$ cat config.mk
export PLATFORM = sky130hd
export DESIGN_NAME = fmul_q15_sat
export DESIGN_NICKNAME = d
export VERILOG_FILES = /design/src/rtl/fmul_pkg.sv /design/src/rtl/fmul_core.sv /design/src/rtl/fmul_sat.sv /design/src/rtl/fmul_q15_sat.sv
export SDC_FILE = /design/constraint.sdc
export NUM_CORES = 1
export LEC_CHECK = 0
export BUFFER_PORTS_ARGS = -buffer_cell sky130_fd_sc_hd__buf_2
export CAP_MARGIN = 0
export CORE_ASPECT_RATIO = 1.75
export CORE_UTILIZATION = 50
export CTS_CLUSTER_SIZE = 8
export DETAILED_ROUTE_END_ITERATION = 16
export PLACE_DENSITY = 0.67
export SYNTH_ARGS = -nofsm -noshare
export SYNTH_HDL_FRONTEND = slang
export SYNTH_HIERARCHICAL = 1
export SYNTH_SLANG_ARGS = --single-unit
$ cat constraint.sdc
create_clock -name clk -period 9.2 [get_ports clk]
set_clock_uncertainty 0.1 [all_clocks]
set_input_delay 1.84 -clock clk [delete_from_list [all_inputs] [get_ports clk]]
set_output_delay 1.84 -clock clk [all_outputs]
set_load 0.01 [all_outputs]
$ cat src/rtl/fmul_pkg.sv
package fmul_pkg;
  typedef enum logic {
    MODE_WRAP = 1'b0,
    MODE_SAT  = 1'b1
  } sat_mode_e;
endpackage

$ cat src/rtl/fmul_core.sv
// Signed fractional product: integer product realigned to Q(2W-1).
module fmul_core #(
  parameter int W = 16
) (
  input  logic [W-1:0]   a_i,
  input  logic [W-1:0]   b_i,
  output logic [2*W-1:0] frac_o,   // product << 1, wrapped
  output logic           ovf_o,    // shifted result not representable
  output logic           neg_o     // sign of the true product
);
  localparam int PW = 2 * W;

  logic signed [PW-1:0] full;

  always_comb begin
    full   = $signed(a_i) * $signed(b_i);
    frac_o = {full[PW-2:0], 1'b0};
    // The shift loses information when the two top bits differ.
    ovf_o  = full[PW-1] ^ full[PW-2];
    neg_o  = full[PW-1];
  end
endmodule

$ cat src/rtl/fmul_sat.sv
// Picks the wrapped value or the clamp bound for an out-of-range product.
module fmul_sat
  import fmul_pkg::*;
#(
  parameter int PW = 32
) (
  input  logic [PW-1:0] frac_i,
  input  logic          ovf_i,
  input  logic          neg_i,
  input  sat_mode_e     mode_i,
  output logic [PW-1:0] res_o
);
  localparam logic [PW-1:0] MAXV = {1'b0, {(PW-1){1'b1}}};
  localparam logic [PW-1:0] MINV = {1'b1, {(PW-1){1'b0}}};

  always_comb begin
    if (ovf_i && mode_i == MODE_SAT) res_o = neg_i ? MINV : MAXV;
    else                             res_o = frac_i;
  end
endmodule

$ cat src/rtl/fmul_q15_sat.sv
module fmul_q15_sat
  import fmul_pkg::*;
#(
  parameter int W = 16
) (
  input  logic         clk,
  input  logic         rst,
  input  logic         start_i,
  input  logic         sat_en_i,
  input  logic [15:0]  op_a_i,
  input  logic [15:0]  op_b_i,
  output logic [31:0]  prod_o,
  output logic         valid_o,
  output logic         ovf_o
);
  localparam int PW = 2 * W;
  localparam logic [W-1:0]  NEG_ONE = {1'b1, {(W-1){1'b0}}};
  localparam logic [PW-1:0] MAXV    = {1'b0, {(PW-1){1'b1}}};
  localparam logic [PW-1:0] MINV    = {1'b1, {(PW-1){1'b0}}};

  logic [PW-1:0] frac, res;
  logic          ovf, neg;
  sat_mode_e     mode;

  assign mode = sat_mode_e'(sat_en_i);

  fmul_core #(.W(W)) u_core (
    .a_i(op_a_i), .b_i(op_b_i),
    .frac_o(frac), .ovf_o(ovf), .neg_o(neg)
  );

  fmul_sat #(.PW(PW)) u_sat (
    .frac_i(frac), .ovf_i(ovf), .neg_i(neg),
    .mode_i(mode), .res_o(res)
  );

  always_ff @(posedge clk) begin
    if (rst) begin
      prod_o  <= '0;
      valid_o <= 1'b0;
      ovf_o   <= 1'b0;
    end else begin
      valid_o <= start_i;
      ovf_o   <= start_i & ovf;
      if (start_i) prod_o <= res;
    end
  end

  // valid exactly one cycle after start
  p_valid_after_start_r2: assert property (@(posedge clk) disable iff (rst)
    start_i |=> valid_o);
  p_no_valid_idle_r2: assert property (@(posedge clk) disable iff (rst)
    !start_i |=> !valid_o);
  // flag only for the double negative-one pair
  p_ovf_only_corner_r4: assert property (@(posedge clk) disable iff (rst)
    (start_i && !(op_a_i == NEG_ONE && op_b_i == NEG_ONE)) |=> !ovf_o);
  p_ovf_on_corner_r4: assert property (@(posedge clk) disable iff (rst)
    (start_i && op_a_i == NEG_ONE && op_b_i == NEG_ONE) |=> ovf_o);
  // wrap mode
  p_wrap_value_r5: assert property (@(posedge clk) disable iff (rst)
    (start_i && !sat_en_i && op_a_i == NEG_ONE && op_b_i == NEG_ONE)
      |=> prod_o == MINV);
  // saturate mode
  p_sat_value_r6: assert property (@(posedge clk) disable iff (rst)
    (start_i && sat_en_i && op_a_i == NEG_ONE && op_b_i == NEG_ONE)
      |=> prod_o == MAXV);
  // hold when idle
  p_hold_idle_r8: assert property (@(posedge clk) disable iff (rst)
    !start_i |=> $stable(prod_o));
endmodule

======== Word level (Yosys, flattened, before mapping) ========
Cells that the tools add are included.
storage, ports and cells
  bits in registers ....................... 34
  bits in latches ......................... 0
  memory bits (writable) .................. 0
  ROM bits ................................ 0
  input bits .............................. 36
  output and inout bits ................... 34
  logic and storage cells ................. 9
  memories kept ........................... 0
operators by class
  add/subtract/negate cells ............... 0
  multiply operators ...................... 1
  div/mod/pow operators ................... 0
  $lt $le $gt $ge ......................... 0
  equal/unequal tests ..................... 0
  shift operators ......................... 0
  mux-type cells .......................... 2
  bitwise operators ....................... 2
  reduce and logical (&&, ||, !) cells .... 1
operator list
  kind                                            number
  32-bit two-way mux                              2
  16-bit by 16-bit multiplier with 32-bit output  1
  1-bit bitwise AND                               1
  1-bit logical AND                               1
  1-bit bitwise XOR                               1

======== Depth between registers and ports, before layout ========
  word-level depth ........................ 4
  depth in mapped cells ................... 29
  depth with buffers taken out ............ 26

======== Cells and area by module ========
Netlist, hierarchy kept.
by module, submodules not included
  module        instances  cells each  area each (µm²)  sequential area each (µm²)
  fmul_core     1          1104        9942.0           0.0
  fmul_q15_sat  1          108         1226.2           680.7
  fmul_sat      1          41          317.8            0.0

======== Worst setup path after synthesis ========
No wires, ideal clock.
  path kind ............................... input port to flip-flop
  from .................................... input op_a_i[15]
  to ...................................... register prod_o[29]
  setup time .............................. 0.121 ns
  arrival time ............................ 8.134 ns
  data required time ...................... 8.979 ns
  setup slack ............................. 0.846 ns
  cell stages on the path ................. 26
  path buffers ............................ 3
  cell sequence ........................... clkbuf_1 -> nand2_1 -> inv_1 -> fa_1 -> fa_1 -> fa_1 -> fa_1 -> fa_1 -> inv_1 -> fa_1 -> inv_1 -> ha_1 -> and3_1 -> a31oi_1 -> o31ai_1 -> a21oi_2 -> nand4_1 -> a31o_1 -> a21o_1 -> xor3_1 -> and3b_1 -> buf_6 -> buf_6 -> a21o_1 -> mux2i_1 -> nor2_1
between the ends
  cells in the longest elaborated chain, start to end .. 4
  elaborated cells on any way between the ends .. 5
  those cells by class .................... mul (1); mux (2); bitwise (1); reduce/logical (1)
ends and longest elaborated chain
  element                                         RTL line            text
  start, declared                                 fmul_q15_sat.sv:10  input logic [15:0] op_a_i,
  16-bit by 16-bit multiplier with 32-bit output  fmul_core.sv:16     full = $signed(a_i) * $signed(b_i);
  1-bit bitwise XOR                               fmul_core.sv:19     ovf_o = full[PW-1] ^ full[PW-2];
  named net ovf                                   fmul_q15_sat.sv:22  logic ovf, neg;
  1-bit logical AND                               fmul_sat.sv:17      if (ovf_i && mode_i == MODE_SAT) res_o = neg_i ? MINV : MAXV;
  32-bit two-way mux                              fmul_sat.sv:17
  named net res[29]                               fmul_q15_sat.sv:21  logic [PW-1:0] frac, res;
  end signal, assigned                            fmul_q15_sat.sv:45  if (start_i) prod_o <= res;
  end, declared                                   fmul_q15_sat.sv:12  output logic [31:0] prod_o,
The timed path passes the listed nets, and every way through them passes these cells.
A chain may end at the register's enable or synchronous reset.

======== Worst setup path after layout ========
  from .................................... input op_b_i[1]
  to ...................................... register prod_o[0]
between the ends
  cells in the longest elaborated chain, start to end .. 4
  elaborated cells on any way between the ends .. 5
  those cells by class .................... mul (1); mux (2); bitwise (1); reduce/logical (1)
ends and longest elaborated chain
  element                                         RTL line            text
  start, declared                                 fmul_q15_sat.sv:11  input logic [15:0] op_b_i,
  16-bit by 16-bit multiplier with 32-bit output  fmul_core.sv:16
  1-bit bitwise XOR                               fmul_core.sv:19
  named net ovf                                   fmul_q15_sat.sv:22
  1-bit logical AND                               fmul_sat.sv:17
  32-bit two-way mux                              fmul_sat.sv:17
  named net res[0]                                fmul_q15_sat.sv:21
The timed path passes the listed nets, and every way through them passes these cells.

==> results_dict.tcl <==
set metrics [dict create \
    grt_first_pass_wirelength_um 43200 \
    synthesis.area_per_instance_um2 9.17 \
    synth.net_count 1633 \
    clkSinkCount 34 \
    post-synth-top-count-cell "inv_1" \
    synth.mux.area_fraction_pct 2.89 \
    post_synth_xor_area_fraction_pct 3.03 \
    start_util_pct 50.7 \
    cts.root.buffer_cell "clkbuf_16" \
    ff_latch_area_um2 681 \
    final_max_slew_viol_count 0 \
    r2r_slack_ps 8450 \
    worstReg2RegEnd "prod_o[7]" \
    via_per_inst 5.04 \
    synth_commonest_cells "296 x inv_1, 262 x fa_1, 139 x nand2_1" \
    num-fill-cells 2188 \
    synth_top_area_cell "fa_1" \
    cp-endpoint "prod_o[0]" \
    critPathLaunch "op_b_i[1]" \
    timing.final.hold_violations 0 \
    critical_path.max_fanout 26 \
    share_of_the_synthesized_area_in_compound_gates_ao_oa_aoi_oai_pct 6.53 \
    arrival_ps 8700 \
    detailedRoute.firstIterationViolations 216 \
    floorplan.rows 73 \
    yosys.area_share.simple_pct 14.8 \
    die_h_um 203 \
    top_level_ports 70 \
    worstHoldPathType "flop to flop" \
    postSynth.topFlopCell "dfxtp_1" \
    cts_tree "built" \
    postSynth.asyncResetShare_pct 0 \
    drv.max_cap_violation_count 0 \
    multi_input_area_um2 9400 \
    crit_cells 25 \
    syn2layout_area_growth_pct 5.61 \
    clock_tree.htree_level_count 2 \
    postCtsResizedCells 0 \
    timing.final.setup_violations 0 \
    i_o_buffers 69 \
    finalWirelength_um 25100 \
    critical-path-slowest-cell "fa_1" \
    synth_largest_type_area_fraction_pct 45.7 \
    worst_slew_pin_slew_ps 932 \
    result_of_the_run "complete, no violations" \
    gr-total-overflow 0 \
    nets 1667 \
    grt_antenna_before_repair 0 \
    cts-buffers-inserted 5 \
    grt_max_degree 34 \
    drive_above_1_share_pct 7.84 \
    synthesized_area_um2 11500 \
    reg2reg_from "prod_o[7]" \
    ys.warnings.count 6 \
    whs_ps 389 \
    synthesis.instances 1253 \
    synth_edf_count 0 \
    clock_tree.buffer_depth 2 \
    gp_congestion 0.871 \
    post-route-min-period_ps 8650 \
    timing.critical_path.max_delay_family "adder cells" \
    setup_tns_ps 0 \
    drc_errors 0 \
    worstSetupEndpointType "flop" \
    core_area_um2 22700 \
    path_depth_of_the_worst_reg2reg_path 2 \
    fmaxAchievable_mhz 116 \
    synth.ff_latch_count 34 \
    detailed_place_hpwl_um 21700 \
    die_w_um 117 \
    timing.critical_path.buf_inv 5 \
    vias 8009 \
    slowest_delay_ps 830 \
    drt_first_pass_iters 4 \
    criticalPathCategory "input pin to flop" \
    synth_top_family_by_area "adder cells" \
    worst_slew_margin_rel_pct 37.9 \
    hold_buffers 0 \
    area_enclosed_by_the_die_boundary_um2 23600 \
    synth_seq_area_share_pct 5.93 \
    worst-endpoint-required_ps 9240 \
    grt_setup_unrepaired "no" \
    post_synth_fa_ha_maj_area_fraction_pct 54.6 \
    synth_cell_type_count 53 \
    grt_util_all_layers_pct 23.5 \
    routed_wire_length_per_instance_um 15.8 \
    detail-route-antenna-nets 0 \
    postCtsSetupBuffers 0 \
    clkLatencyLatePin_ps 280 \
    worstSetupStartpointType "input pin" \
    cp_common_cell "fa_1" \
    insertedDiodeCount 0 \
    via_count_of_the_first_global_routing_pass 8887 \
    ys_top_cells_by_area "fa_1 46%, inv_1 9.7%, ha_1 8.9%" \
    clk_pin_slew_ps 50 \
    final.period_utilization_pct 94.1 \
]
[final cells by class]
| class | count | area share (%) |
|---|---|---|
| Inverter | 296 | 9.16 |
| Timing Repair Buffer | 78 | 3.40 |
| Multi-Input combinational cell | 872 | 77.5 |
| Clock buffer | 7 | 1.18 |
| Tap cell | 300 | 3.09 |
| Sequential cell | 34 | 5.61 |
| Clock inverter | 1 | 0.0413 |
[cell families (layout without fill, tap and decap cells)]
| logic type | Yosys count | count (layout) |
|---|---|---|
| xor+xnor | 38 | 38 |
| flops | 34 | 34 |
| simple gates | 353 | 353 |
| compound gates | 103 | 103 |
| fa+ha+maj | 344 | 344 |
| other cells | 1 | 1 |
| mux | 33 | 33 |
| buf+inv | 347 | 382 |
[routing by layer]
metal | vias to the layer above | share of wire, % | global-route usage, %
met5 | - | 0 | 0
met4 | 0 | 1.8 | 5.20
met3 | 30 | 2.1 | 1.16
met2 | 142 | 56 | 43.9
met1 | 4067 | 41 | 29.5
li1 | 3770 | - | -
[tightest hold or removal path, delay by kind of cell, from the launching register on]
kind,cells,cell delay [ps]
flip-flops,1,320
multiplexers,1,60
AND/OR/NAND/NOR,1,70
[cells in the final DEF, fill, tap and decap left out, types with 2 or more instances in the layout]
cell type / instances
buf_4: 9
o21a_1: 2
nand3_1: 5
xor2_1: 10
ha_1: 82
o31ai_1: 2
nand4_1: 7
mux2i_1: 32
a21o_1: 45
a31oi_1: 4
xnor2_1: 27
o211ai_1: 5
and3_1: 2
fa_1: 262
buf_2: 69
a21oi_2: 3
dfxtp_1: 34
nand2_1: 139
inv_1: 296
clkbuf_16: 5
and2_1: 120
o21ai_0: 6
nand2b_1: 4
nor2_1: 63
a21oi_1: 23
nor3_1: 5
[sequential cells by signal, summed over array words and instances, names as in the netlist]
signal,cells
ovf_o,1
prod_o,32
valid_o,1
[metrics by stage]
step | instance area, um2 | setup slack, ps | utilization, % | cells
6_report | 12100 | 547 | 53.6 | 1588
4_1_cts | 12100 | 535 | 53.6 | 1588
2_1_floorplan | 11500 | 846 | - | 1253
5_1_grt | 12100 | 148 | 53.6 | 1588
3_3_place_gp | 12000 | 381 | 52.9 | 1580
3_5_place_dp | 12000 | 268 | 52.9 | 1580
[how the worst min path moves through the flow]
stage,from,endpoint,slack (ps),cells after the start
final,prod_o[12],prod_o[12],390,2
after global routing,prod_o[25],prod_o[25],410,2
after CTS,prod_o[5],prod_o[5],390,2
after detailed placement,prod_o[5],prod_o[5],370,2
after global placement,prod_o[25],prod_o[25],370,2
after floorplan,prod_o[29],prod_o[29],430,2
Power is not shown: default switching activity piles up to over one toggle a cycle in this logic, so the estimate is an artifact.
